### src/rtl/sar_redund_pkg.sv
package sar_redund_pkg;
  // Strobes from the sequencer to the datapath
  typedef struct packed {
    logic load;    // begin a conversion: set first level, clear decisions
    logic sample;  // capture cmpIn at this edge
    logic last;    // this sample is the final step
  } sarStrobe_t;
endpackage

### src/rtl/sar_redund_ctrl.sv
module sar_redund_ctrl
  import sar_redund_pkg::*;
#(
  parameter int M = 6,
  localparam int SW = (M > 1) ? $clog2(M) : 1
) (
  input  logic          clk,
  input  logic          rstN,
  input  logic          start,
  output logic          busy,
  output logic          done,
  output logic [SW-1:0] stepIdx,
  output sarStrobe_t    strobe
);
  localparam logic [SW-1:0] LAST = SW'(M - 1);

  always_ff @(posedge clk) begin
    if (!rstN) begin
      busy    <= 1'b0;
      done    <= 1'b0;
      stepIdx <= '0;
    end else begin
      done <= 1'b0;
      if (!busy) begin
        if (start) begin
          busy    <= 1'b1;
          stepIdx <= '0;
        end
      end else if (stepIdx == LAST) begin
        busy <= 1'b0;
        done <= 1'b1;
      end else begin
        stepIdx <= stepIdx + 1'b1;
      end
    end
  end

  always_comb begin
    strobe.load   = start && !busy;
    strobe.sample = busy;
    strobe.last   = busy && (stepIdx == LAST);
  end

  // done is a single pulse that follows the end of busy
  p_done_pulse_r2: assert property (@(posedge clk) disable iff (!rstN)
    done |=> !done);
  p_done_after_busy_r2: assert property (@(posedge clk) disable iff (!rstN)
    done |-> (!busy && $past(busy)));
  // a running conversion advances one step per cycle, whatever start does
  p_step_advance_r3: assert property (@(posedge clk) disable iff (!rstN)
    (busy && stepIdx != LAST) |=> (busy && stepIdx == $past(stepIdx) + 1'b1));
endmodule

### src/rtl/sar_redund_dp.sv
module sar_redund_dp
  import sar_redund_pkg::*;
#(
  parameter int N = 5,
  parameter int M = 6,
  parameter int WBITS = 8,
  parameter logic [M*WBITS-1:0] WEIGHTS = {8'd16, 8'd10, 8'd6, 8'd3, 8'd2, 8'd1},
  localparam int SW = (M > 1) ? $clog2(M) : 1,
  localparam int RW = WBITS + $clog2(M + 1) + 2
) (
  input  logic          clk,
  input  logic          rstN,
  input  sarStrobe_t    strobe,
  input  logic [SW-1:0] stepIdx,
  input  logic          cmpIn,
  output logic [N-1:0]  dacCode,
  output logic [M-1:0]  decBits,
  output logic [N-1:0]  result
);
  localparam logic signed [RW-1:0] FIRST = RW'(1 << (N - 1));
  localparam logic signed [RW-1:0] TOP   = RW'((1 << N) - 1);

  function automatic int wAt(int k);
    return int'(WEIGHTS[(M - 1 - k) * WBITS +: WBITS]);
  endfunction

  // First weight must be half scale; each weight at most one above the tail sum
  function automatic bit tableOk();
    int tail = 0;
    bit ok = (wAt(0) == (1 << (N - 1)));
    for (int k = M - 1; k >= 0; k--) begin
      if (tail < wAt(k) - 1) ok = 1'b0;
      if (wAt(k) <= 0) ok = 1'b0;
      tail += wAt(k);
    end
    return ok;
  endfunction

  generate
    if (!tableOk()) begin : g_badTable
      $error("weight table lacks the redundancy needed for correction");
    end
  endgenerate

  function automatic logic [N-1:0] clampN(logic signed [RW-1:0] v);
    if (v < 0) return '0;
    else if (v > TOP) return '1;
    else return v[N-1:0];
  endfunction

  logic signed [RW-1:0] refLvl;
  logic signed [RW-1:0] nextW;
  logic signed [RW-1:0] finalLvl;

  // Weight of the step after the current one
  always_comb begin
    nextW = '0;
    for (int i = 1; i < M; i++) begin
      if (int'(stepIdx) + 1 == i) nextW = RW'(wAt(i));
    end
  end

  assign finalLvl = cmpIn ? refLvl : refLvl - RW'(1);
  assign dacCode  = clampN(refLvl);

  always_ff @(posedge clk) begin
    if (!rstN) begin
      refLvl  <= '0;
      decBits <= '0;
      result  <= '0;
    end else if (strobe.load) begin
      refLvl  <= FIRST;
      decBits <= '0;
    end else if (strobe.sample) begin
      decBits <= {decBits[M-2:0], cmpIn};
      if (strobe.last) result <= clampN(finalLvl);
      else if (cmpIn)  refLvl <= refLvl + nextW;
      else             refLvl <= refLvl - nextW;
    end
  end

  // a conversion starts at half scale
  p_first_level_r4: assert property (@(posedge clk) disable iff (!rstN)
    strobe.load |=> (dacCode == N'(1 << (N - 1)) && decBits == '0));
  // the level moves in the direction of the decision
  p_move_up_r5: assert property (@(posedge clk) disable iff (!rstN)
    (strobe.sample && !strobe.last && cmpIn) |=> (refLvl > $past(refLvl)));
  p_move_down_r5: assert property (@(posedge clk) disable iff (!rstN)
    (strobe.sample && !strobe.last && !cmpIn) |=> (refLvl < $past(refLvl)));
  // result changes only at the final step
  p_result_hold_r7: assert property (@(posedge clk) disable iff (!rstN)
    !(strobe.sample && strobe.last) |=> $stable(result));
endmodule

### src/rtl/sar_redund_top.sv
module sar_redund_top
  import sar_redund_pkg::*;
#(
  parameter int N = 5,
  parameter int M = 6,
  parameter int WBITS = 8,
  parameter logic [M*WBITS-1:0] WEIGHTS = {8'd16, 8'd10, 8'd6, 8'd3, 8'd2, 8'd1}
) (
  input  logic         clk,
  input  logic         rstN,
  input  logic         start,
  input  logic         cmpIn,
  output logic         busy,
  output logic         done,
  output logic [N-1:0] dacCode,
  output logic [M-1:0] decBits,
  output logic [N-1:0] result
);
  localparam int SW = (M > 1) ? $clog2(M) : 1;

  sarStrobe_t    strobe;
  logic [SW-1:0] stepIdx;

  sar_redund_ctrl #(.M(M)) u_ctrl (
    .clk(clk), .rstN(rstN), .start(start),
    .busy(busy), .done(done), .stepIdx(stepIdx), .strobe(strobe)
  );

  sar_redund_dp #(.N(N), .M(M), .WBITS(WBITS), .WEIGHTS(WEIGHTS)) u_dp (
    .clk(clk), .rstN(rstN), .strobe(strobe), .stepIdx(stepIdx), .cmpIn(cmpIn),
    .dacCode(dacCode), .decBits(decBits), .result(result)
  );
endmodule

### config.mk
export PLATFORM = sky130hd
export DESIGN_NAME = sar_redund_top
export DESIGN_NICKNAME = d
export VERILOG_FILES = /design/src/rtl/sar_redund_pkg.sv /design/src/rtl/sar_redund_ctrl.sv /design/src/rtl/sar_redund_dp.sv /design/src/rtl/sar_redund_top.sv
export SDC_FILE = /design/constraint.sdc
export NUM_CORES = 1
export LEC_CHECK = 0
export BUFFER_PORTS_ARGS = -buffer_cell sky130_fd_sc_hd__clkbuf_2
export CAP_MARGIN = 20
export CORE_UTILIZATION = 25
export CTS_CLUSTER_DIAMETER = 60
export DETAILED_ROUTE_END_ITERATION = 10
export GPL_TIMING_DRIVEN = 0
export PLACE_DENSITY_LB_ADDON = 0.05
export SYNTH_ARGS = -nofsm -noshare
export SYNTH_HDL_FRONTEND = slang
export SYNTH_HIERARCHICAL = 1
export SYNTH_SLANG_ARGS = --single-unit
export TNS_END_PERCENT = 1
### constraint.sdc
create_clock -name clk -period 5 [get_ports clk]
set_input_delay 0.5 -clock clk [delete_from_list [all_inputs] [get_ports clk]]
set_output_delay 0.5 -clock clk [all_outputs]
set_load 0.02 [all_outputs]
After elaboration in Yosys (flattened, before gate mapping)
Cells that the tools add are included.
- bits in latches: 0
- flip-flop bits (word level): 29
- bits of input ports: 4
- word-level logic and storage cells: 59
- bits in writable memories: 0
- memories: 0
- memory bits (read-only): 0
- eq/ne operators: 8
- multiplexer cells: 21
- add/sub/neg operators: 5
- reduce and logical (&&, ||, !) cells: 11
- multipliers: 0
- shifts and indexed selects: 0
- divide/modulo/power cells: 0
- bitwise operators: 3
- magnitude comparators: 4
- operator list (operator ; number):
    $eq A32 B3 Y1 const B ; 2
    $eq A32 B4 Y1 const B ; 2
    $mux W5 ; 7
    $gt A13 B6 Y1 const B ; 2
    $lt A13 B1 Y1 const B ; 2
    $mux W13 ; 2
    $mux W4 ; 5
    $add A13 B5 Y13 ; 1
    $sub A13 B2 Y13 const B ; 1
    $sub A13 B5 Y13 ; 1
    $mux W3 ; 3
    $reduce_and A2 Y1 ; 4
    $add A3 B1 Y4 const B ; 1
    $eq A4 B1 Y1 const B ; 1
    $mux W1 ; 4
    $reduce_bool A2 Y1 ; 2
    $add A3 B1 Y3 const B ; 1
    $eq A3 B3 Y1 const B ; 1
    $not A1 Y1 ; 3
    $reduce_and A3 Y1 ; 1
    $logic_and A1 B1 Y1 ; 2
    $ne A2 B1 Y1 const B ; 1
    $ne A2 B2 Y1 const B ; 1
    $reduce_or A2 Y1 ; 1
    $logic_not A1 Y1 ; 1

Logic depth before layout (Yosys ltp)
Gate-level depths: netlist of the first run.
- depth after elaboration: 12
- depth in mapped cells: 11
- mapped depth without buffers: 11

Modules after synthesis
Netlist of the first run, hierarchy kept.
- by module, submodules not included (module ; times used ; area an instance (µm²) ; cells each):
    sar_redund_dp ; 1 ; 1746.7 ; 211
    sar_redund_ctrl ; 1 ; 251.5 ; 25

Least setup slack after synthesis of the first run
OpenSTA, ideal clock, no wires.
- path type: in2reg
- start point: input port cmpIn
- end point: register u_dp.refLvl[12]
- library setup time: 0.121 ns
- slack: 2.234 ns
- data arrival time: 2.646 ns
- required time: 4.879 ns
- stages: 10
- path buffers: 1
- cells stage by stage: clkbuf_1 > nor2_1 > mux2i_1 > fa_1 > a211oi_1 > o21bai_1 > a211o_1 > o41ai_1 > o21ai_0 > mux2_2
- longest elaborated chain between the ends: 1
- RTL lines (what ; RTL line ; RTL):
    from (decl) ; sar_redund_top.sv:12 ; input logic cmpIn,
    $mux W13 ; sar_redund_dp.sv:77 ; else if (cmpIn) refLvl <= refLvl + nextW;
    to (signal assigned) ; sar_redund_dp.sv:77 ;
    to (signal assigned) ; sar_redund_dp.sv:78 ; else refLvl <= refLvl - nextW;
    to (decl) ; sar_redund_dp.sv:51 ; logic signed [RW-1:0] refLvl;
No other way between the ends.
A chain may end at the register's enable or synchronous reset.

Worst setup path in the final report of the first run
Same ends and word-level chain as after synthesis.

==> summary.md, run 1 <==
| Metric | Value |
|---|---|
| HP Class | `reg2reg` |
| RR Endpoint | `u_dp/refLvl[12]$_SDFFE_PP0P_` |
| CTS tree | `built` |
| Hold EP | `u_dp/result[2]$_SDFFE_PN0P_` |
| R2R Setup Slk | `1.96 ns` |
| Cell Pwr Density | `292 nW/um^2` |
| Reg2Reg Depth | `11` |
| # H-tree levels | `2` |
| Row Count | `32` |
| Starting DRT DRC Count | `93` |
| Antenna cells | `0` |
| Vias per cell | `4.75` |
| Layout Nets | `285` |
| Core area | `7730 sq um` |
| Primary FF master, synth | `dfxtp_1` |
| Initial core utilization | `25.9%` |
| Iteration count of the initial detailed-routing pass | `4` |
| Share of cells above drive strength 1 | `17.8%` |
| Total CTS buffers | `5` |
| Critical R2R Launch | `u_ctrl/stepIdx[0]$_SDFFE_PN0P_` |
| CP Buf/Inv Count | `2` |
| Commonest cells after routing, fill and taps aside | `30 x nor2_1, 29 x dfxtp_1, 22 x nand2_1, 21 x clkbuf_2, 16 x ha_1` |
| Global route overflow | `0` |
| Post-route ant nets | `0` |
| Fin crit share | `64.3%` |
| Vias | `1,737` |
| CTS Buffer Depth | `2` |
| Initial antenna violation count | `0` |
| Area grow syn2layout | `16.8%` |
| Cts repair resizes | `0` |
| Status | `completed` |
| Post-CTS setup buffers | `0` |
| Hold Vio Cnt, Final | `0` |
| Crit path max fanout | `10` |
| Syn Inst Count | `236` |
| Vias in the first global route | `1,728` |
| Max-cap violations | `0` |
| CP required | `5.18 ns` |
| Wirelength per Cell | `14.1 um` |
| CP endpoint kind | `flop` |
| Number of synthesized register bits | `29` |
| Slew of the pin with the lowest slew margin | `0.620 ns` |
| Post-detail-place hpwl | `3980 um` |
| First-pass GRT wire length | `8680 um` |
| Clock Skew | `0.00584 ns` |
| Die width | `91.4 um` |
| DRC | `0` |
| Crit-path leading delay family | `compound AO/OA/AOI/OAI gates` |
| DIE AREA | `8350 sq um` |
| CP Launch Type | `primary input` |
| Die span in y | `91.4 um` |
| Fmax | `311 MHz` |
| Critical path arrival | `3.39 ns` |
| Clock latency on the worst-skew pair | `0.28 ns` |
| Final Core Density | `30.2%` |
| CP max stage delay | `0.51 ns` |
| Pleak | `0.967 nW` |
| Seq/Total Area, Yosys | `29.1%` |
| RSZ-0062 raised after global routing | `false` |
| Setup TNS | `0 ns` |
| Root Buffer | `clkbuf_8` |
| Crit-path cells | `clkbuf_2 -> clkbuf_1 -> nor2_1 -> mux2i_1 -> fa_1 -> a211oi_1 -> o21bai_1 -> a211o_1 -> o41ai_1 -> o21ai_0 -> mux2_2` |
| Synth warn | `6` |
| Hold Path Depth | `2` |
| Number of port buffers | `21` |
| Beginning of the critical path | `cmpIn` |
| Clock Sinks | `29` |
| Crit Path Class | `in2reg` |
| Cts hold-fix bufs | `0` |
| CP max-delay cell | `clkbuf_1` |
| Reg clk slew, reported paths | `0.07 ns` |
| Final slew viol count | `0` |
| Most common cell after layout, fill and taps aside | `nor2_1` |
| Min-Delay Startpoint | `u_dp/result[2]$_SDFFE_PN0P_` |
| Global placement routability congestion | `0.748` |
| Syn nets | `257` |
| Yosys cell types | `58` |
| Synth async-reset ratio | `0%` |
| Final Setup Violations | `0` |
| Max-slew headroom | `58.6%` |
| Post-Synthesis Mean Instance Area | `8.47 sq um` |
| Mapped Area | `2000 sq um` |
| Number of synthesized flops with an enable pin | `0` |
| GR Util All Layers | `13.5%` |
| Total wire length | `5150 um` |
| Largest net degree at the start of global routing | `12` |
| Final min period | `3.21 ns` |
| Peak supply drop | `0.112 mV` |
| Ports | `22` |
==> cells by family (layout without fill, tap and decap cells) <==
kind of cell,count (synthesis),count (layout),share of synthesized area (%)
AO/OA/AOI/OAI,63,63,21.0
AND/OR/NAND/NOR,87,87,24.2
multiplexers,11,11,5.64
buffers and inverters,18,46,3.95
adder cells (fa/ha/maj),17,17,11.0
flip-flops,29,29,29.1
XOR/XNOR,11,11,5.20
==> worst max path at each step <==
stage	endpoint	slack, ns	cells past startpoint
floorplan	u_dp/refLvl[12]$_SDFFE_PP0P_	2.23	10
global placement	u_dp/refLvl[12]$_SDFFE_PP0P_	1.44	11
detailed placement	u_dp/refLvl[12]$_SDFFE_PP0P_	1.51	11
CTS	u_dp/refLvl[12]$_SDFFE_PP0P_	1.76	11
global route	u_dp/refLvl[12]$_SDFFE_PP0P_	1.53	11
finish	u_dp/refLvl[12]$_SDFFE_PP0P_	1.79	11
==> cells in the mapped netlist, drive strengths merged (2+ instances only) <==
cell type  count  share of area (%)
and2           4                1.3
nor3           4                1.0
and3           2               0.88
a21o           3                1.1
a211oi         7                2.6
ha            16                 10
nor2          31                5.9
nand4b         2               0.88
clkbuf         6                1.1
dfxtp         29                 29
mux2i          9                4.5
nand2b         2               0.63
inv           10                1.9
nor4           3                2.4
o21a           4                1.5
nand3          4                1.5
o21bai         2               0.75
xnor2          9                4.3
mux2           2                1.1
or4            2               0.94
buf            2               0.94
or3            2               0.63
nor2b          3               0.94
xor2           2               0.88
o21ai         16                4.4
nand2         22                4.1
a22o           3                1.3
a211o          2               0.88
a21oi         14                3.5
==> through the flow <==
step / power [mW] / area, sq um / hold WS [ns] / worst slack (ns) / cells
3_3_place_gp: 0.449 / 2230 / 0.437 / 1.44 / 359
3_5_place_dp: 0.447 / 2230 / 0.441 / 1.51 / 359
5_1_grt: 0.729 / 2330 / 0.471 / 1.53 / 366
6_report: 0.681 / 2330 / 0.446 / 1.79 / 366
2_1_floorplan: 0.397 / 2000 / 0.450 / 2.23 / 236
4_1_cts: 0.694 / 2330 / 0.451 / 1.76 / 366
==> worst reg2reg max path, stage by stage, from the launching register on <==
cell,delay [ns]
dfxtp_1,0.40
or3_1,0.46
ha_1,0.31
inv_1,0.05
mux2i_1,0.05
ha_1,0.26
a211oi_1,0.33
o21bai_1,0.21
a211o_1,0.32
o41ai_1,0.06
o21ai_0,0.17
mux2_2,0.31
==> routing by layer <==
metal	global-route usage, %	wire [um]	vias to the layer above	share of wire, %
met5	0	0	-	0
met4	5.95	107	0	2.1
met3	2.68	157	10	3.0
met2	21.6	2360	24	46
met1	17.3	2530	793	49
li1	-	-	910	-
==> registers in the layout (all words and copies together) (netlist names) <==
register	flops
u_dp/result	5
u_ctrl/done	1
u_ctrl/stepIdx	3
u_ctrl/busy	1
u_dp/refLvl	13
u_dp/decBits	6
==> power by group <==
group	internal [mW]	switching [mW]	leakage, nW
sequential	0.240	0.0147	0.236
clock	0.145	0.0973	0.0540
combinational	0.0756	0.109	0.677
total	0.460	0.221	0.967
==> cell type report <==
class                      instances  area, sq um
buffer                             8         41.3
clock buffer                       5         68.8
clock inverter                     2         35.0
fill                             842         5390
inverter                          10         37.5
multi-input combinational        189         1340
sequential                        29          581
tap                              102          128
timing repair buffer              21          105
No activity file was read; power rests on OpenSTA's default activity.
==> inputs of run 2 (changes only) <==
--- a/config.mk
+++ b/config.mk
@@ -5,6 +5,7 @@
 export SDC_FILE = /design/constraint.sdc
 export NUM_CORES = 1
 export LEC_CHECK = 0
+export ABC_AREA = 1
 export BUFFER_PORTS_ARGS = -buffer_cell sky130_fd_sc_hd__clkbuf_2
 export CAP_MARGIN = 20
 export CORE_UTILIZATION = 25
==> constraint.sdc (replaced) <==
create_clock -name clk -period 3.25 [get_ports clk]
set_input_delay 0.325 -clock clk [delete_from_list [all_inputs] [get_ports clk]]
set_output_delay 0.325 -clock clk [all_outputs]
set_load 0.02 [all_outputs]
==> run 2 against run 1 <==
  * Die area up 12%
  * Clock power rose by 26%
  * Via count grew 18%
  * Register-to-register slack got worse by 1.3 ns
  * Critical path depth rose by 5
  * Critical path type is now reg2reg
  * Largest cell class unchanged
  * Highest routed layer unchanged
==> summary.md, run 2 <==
| Metric | Value |
|---|---|
| CTS tree | `built (unchanged)` |
| Crit-path cells | `o21ai_0 -> inv_1 -> ha_1 -> nand2_1 -> o21ai_0 -> ha_1 -> a21oi_1 -> nand2_1 -> nand2_1 -> nand2_1 -> inv_1 -> o21ai_1 -> a21oi_1 -> o21ai_0 -> o211ai_1 -> inv_1 (was clkbuf_2 -> clkbuf_1 -> nor2_1 -> mux2i_1 -> fa_1 -> a211oi_1 -> o21bai_1 -> a211o_1 -> o41ai_1 -> o21ai_0 -> mux2_2)` |
| Crit path max fanout | `7 (was 10)` |
| Layout Nets | `377 (was 285)` |
| Vias per cell | `4.40 (was 4.75)` |
| Max-cap violations | `0 (unchanged)` |
| Post-CTS setup buffers | `0 (unchanged)` |
| Cell mode on critical path | `nand2_1` |
| Beginning of the critical path | `u_ctrl/stepIdx[0]$_SDFFE_PN0P_ (was cmpIn)` |
| Post-route ant nets | `0 (unchanged)` |
| Reg2Reg Depth | `16 (was 11)` |
| GR Util All Layers | `13.8% (was 13.5%)` |
| Count leader, synth | `nand2_1 (was nor2_1)` |
| Number of synthesized flops with an enable pin | `0 (unchanged)` |
| Clock Sinks | `29 (unchanged)` |
| Fin crit share | `79.4%` |
| Status | `completed (unchanged)` |
| NetSw | `415 uW (was 221 uW)` |
| CP Launch Type | `flop (was primary input)` |
| Number of synthesized register bits | `29 (unchanged)` |
| Critical path arrival | `2.76 ns (was 3.39 ns)` |
| DP Worst Slack | `0.667 ns (was 1.51 ns)` |
| Footprint of the multi-input gates | `1440 sq um (was 1340 sq um)` |
| Combinational Power Share | `33.6% (was 27.1%)` |
| Largest net degree at the start of global routing | `11 (was 12)` |
| Die width | `96.7 um (was 91.4 um)` |
| Total CTS buffers | `5 (unchanged)` |
| DRC | `0 (unchanged)` |
| Clock Skew | `0.00628 ns (was 0.00584 ns)` |
| Setup TNS | `0 ns (unchanged)` |
| Worst Setup EP | `u_dp/refLvl[10]$_SDFFE_PP0P_ (was u_dp/refLvl[12]$_SDFFE_PP0P_)` |
| Biggest register | `u_dp/refLvl (unchanged)` |
| Most common cell after layout, fill and taps aside | `nand2_1 (was nor2_1)` |
| CP endpoint kind | `flop (unchanged)` |
| Commonest cells post-synth | `72 x nand2_1, 46 x inv_1, 43 x a21oi_1 (was 30 x nor2_1, 29 x dfxtp_1, 22 x nand2_1)` |
| Peak supply drop | `0.137 mV (was 0.112 mV)` |
| CP max stage delay | `0.37 ns (was 0.51 ns)` |
| Post-Synthesis Mean Instance Area | `6.83 sq um (was 8.47 sq um)` |
| Slew of the pin with the lowest slew margin | `0.714 ns (was 0.620 ns)` |
| Crit-path leading delay family | `compound AO/OA/AOI/OAI gates (unchanged)` |
| Post-detail-place hpwl | `4750 um (was 3980 um)` |
| Final Setup Violations | `0 (unchanged)` |
| Vias in the first global route | `2,106 (was 1,728)` |
| CP max-delay cell | `dfxtp_1 (was clkbuf_1)` |
| Final slew viol count | `0 (unchanged)` |
| Initial core utilization | `25.8% (was 25.9%)` |
| Fmax | `387 MHz` |
| Wirelength per Cell | `12.5 um (was 14.1 um)` |
| R2R Setup Slk | `0.67 ns (was 1.96 ns)` |
| Area grow syn2layout | `14.4% (was 16.8%)` |
| Share of cells above drive strength 1 | `16.3% (was 17.8%)` |
| Int Pwr | `643 uW (was 460 uW)` |
| Clock group share of total power | `29.0% (was 35.5%)` |
| Root Buffer | `clkbuf_8 (unchanged)` |
| Synth async-reset ratio | `0% (unchanged)` |
| Critical R2R Launch | `u_ctrl/stepIdx[0]$_SDFFE_PN0P_ (unchanged)` |
| Share of the synthesized area in the top cell type | `25.9% (was 29.1%)` |
| Switch share | `39.3% (was 32.5%)` |
| Reg clk slew, reported paths | `0.07 ns (about the same)` |
| RR Endpoint | `u_dp/refLvl[10]$_SDFFE_PP0P_ (was u_dp/refLvl[12]$_SDFFE_PP0P_)` |
| First-pass GRT wire length | `10,300 um (was 8680 um)` |
| Pleak | `1.20 nW (was 0.967 nW)` |
| CP Buf/Inv Count | `3 (was 2)` |
| DIE AREA | `9340 sq um (was 8350 sq um)` |
| Primary FF master, synth | `dfxtp_1 (unchanged)` |
| # H-tree levels | `2 (unchanged)` |
| HP Class | `in2reg (was reg2reg)` |
| Syn Inst Count | `328 (was 236)` |
| Vias | `2,043 (was 1,737)` |
| Clock latency on the worst-skew pair | `0.28 ns (about the same)` |
| Synth top area cells | `dfxtp_1 26%, nand2_1 12%, a21oi_1 9.6% (was dfxtp_1 29%, ha_1 10%, nor2_1 5.6%)` |
| Ports | `22 (unchanged)` |
| Global placement routability congestion | `0.771 (was 0.748)` |
| Final min period | `2.58 ns` |
| Syn nets | `350 (was 257)` |
| Post-synth top area cell | `dfxtp_1 (unchanged)` |
| Antenna cells | `0 (unchanged)` |
| WP depth | `16 (was 11)` |
| Sequential Power Share | `37.5% (was 37.3%)` |
| CTS Buffer Depth | `2 (unchanged)` |
| Cts repair resizes | `0 (unchanged)` |
| Hold Vio Cnt, Final | `0 (unchanged)` |
| Yosys cell types | `37 (was 58)` |
| Row Count | `34 (was 32)` |
| Cts hold-fix bufs | `0 (unchanged)` |
| Max-slew headroom | `52.2% (was 58.6%)` |
| FILL cells | `983 (was 842)` |
| FF+latch area | `581 sq um (unchanged)` |
| Global route overflow | `0 (unchanged)` |
| Crit Path Class | `reg2reg (was in2reg)` |
| Core area | `8680 sq um (was 7730 sq um)` |
| Largest regs | `u_dp/refLvl x13, u_dp/decBits x6, u_dp/result x5 (unchanged)` |
| Mapped Area | `2240 sq um (was 2000 sq um)` |
| Initial antenna violation count | `0 (unchanged)` |
| Starting DRT DRC Count | `46 (was 93)` |
| Total wire length | `5810 um (was 5150 um)` |
| Commonest cells after routing, fill and taps aside | `72 x nand2_1, 46 x inv_1, 43 x a21oi_1, 29 x dfxtp_1, 21 x nor2_1 (was 30 x nor2_1, 29 x dfxtp_1, 22 x nand2_1, 21 x clkbuf_2, 16 x ha_1)` |
| Iteration count of the initial detailed-routing pass | `4 (unchanged)` |
| Die span in y | `96.7 um (was 91.4 um)` |
| Setup slack after layout | `0.669 ns (was 1.79 ns)` |
| Number of port buffers | `20 (was 21)` |
| CP required | `3.43 ns (was 5.18 ns)` |
| Max reg flops | `13 (unchanged)` |
| Synth warn | `6 (unchanged)` |
| Seq/Total Area, Yosys | `25.9% (was 29.1%)` |
| Cell Pwr Density | `413 nW/um^2 (was 292 nW/um^2)` |
| RSZ-0062 raised after global routing | `false (unchanged)` |
run 2: cell count changes after synthesis, sizes merged, moves of 4 or more:
cell,before,now
nand2,22,78
xnor2,9,5
nand3,4,17
a211oi,7,0
o21ai,16,27
and2,4,0
xor2,2,6
mux2i,9,0
a21oi,14,43
inv,10,50
clkbuf,6,1
run 2: through the flow:
| step | cell area, sq um | std cells | utilization, % | power [mW] | hold slack, ns |
|---|---|---|---|---|---|
| final | 2560 | 464 | 29.5 | 1.06 | 0.315 |
| after global routing | 2560 | 464 | 29.5 | 1.15 | 0.305 |
| after CTS | 2560 | 464 | 29.5 | 1.08 | 0.303 |
| after detailed placement | 2470 | 456 | 28.5 | 0.765 | 0.456 |
| after global placement | 2470 | 456 | 28.5 | 0.768 | 0.456 |
| after floorplan | 2240 | 328 | - | 0.676 | 0.451 |
run 2: metal layers:
metal | vias up | track usage, % | wire [um] | share of wire, %
met4 | 0 | 3.79 | 71 | 1.2
met5 | - | 0 | 0 | 0
met1 | 899 | 18.6 | 3030 | 52
met3 | 6 | 2.82 | 128 | 2.2
met2 | 18 | 22.3 | 2580 | 44
li1 | 1120 | - | - | -
run 2: final cells by class:
type | count | share of cell area (%)
clock inverter | 3 | 0.684
buffer | 5 | 1.27
sequential | 29 | 22.7
clock buffer | 5 | 2.69
timing repair buffer | 20 | 3.91
multi-input combinational | 244 | 56.2
tap | 108 | 5.28
inverter | 50 | 7.33
run 2: worst reg2reg max path, stage by stage (launching register included):
cell	delay (ns)
dfxtp_1	0.37
o21ai_0	0.25
inv_1	0.09
ha_1	0.27
nand2_1	0.06
o21ai_0	0.08
ha_1	0.35
a21oi_1	0.21
nand2_1	0.11
nand2_1	0.08
nand2_1	0.08
inv_1	0.08
o21ai_1	0.07
a21oi_1	0.12
o21ai_0	0.09
o211ai_1	0.09
inv_1	0.05
run 2: worst min path at each step:
stage	startpoint	end	slack, ns	depth (start not counted)
final	rstN	u_ctrl/stepIdx[2]$_SDFFE_PN0P_	0.32	3
after global routing	rstN	u_ctrl/stepIdx[2]$_SDFFE_PN0P_	0.31	3
after CTS	rstN	u_ctrl/stepIdx[2]$_SDFFE_PN0P_	0.30	3
after detailed placement	u_dp/result[3]$_SDFFE_PN0P_	u_dp/result[3]$_SDFFE_PN0P_	0.46	2
after global placement	u_dp/decBits[5]$_SDFFE_PP0P_	u_dp/decBits[5]$_SDFFE_PP0P_	0.46	2
after floorplan	rstN	u_ctrl/stepIdx[0]$_SDFFE_PN0P_	0.45	2
run 2: kinds of logic (layout without fill, tap and decap cells):
group / Yosys count / in the layout / synth area share [%]
compound gates: 80 / 80 / 19.2
xor+xnor: 11 / 11 / 5.14
fa+ha+maj: 18 / 18 / 10.4
buf+inv: 55 / 83 / 9.83
flops: 29 / 29 / 25.9
simple gates: 135 / 135 / 29.6
run 2: power by group through the flow:
stage | logic (mW) | registers [mW] | clock network, mW
3_5_place_dp | 0.359 | 0.405 | 0
6_report | 0.355 | 0.396 | 0.306
3_3_place_gp | 0.363 | 0.406 | 0
5_1_grt | 0.411 | 0.400 | 0.342
4_1_cts | 0.361 | 0.397 | 0.325
2_1_floorplan | 0.278 | 0.398 | 0
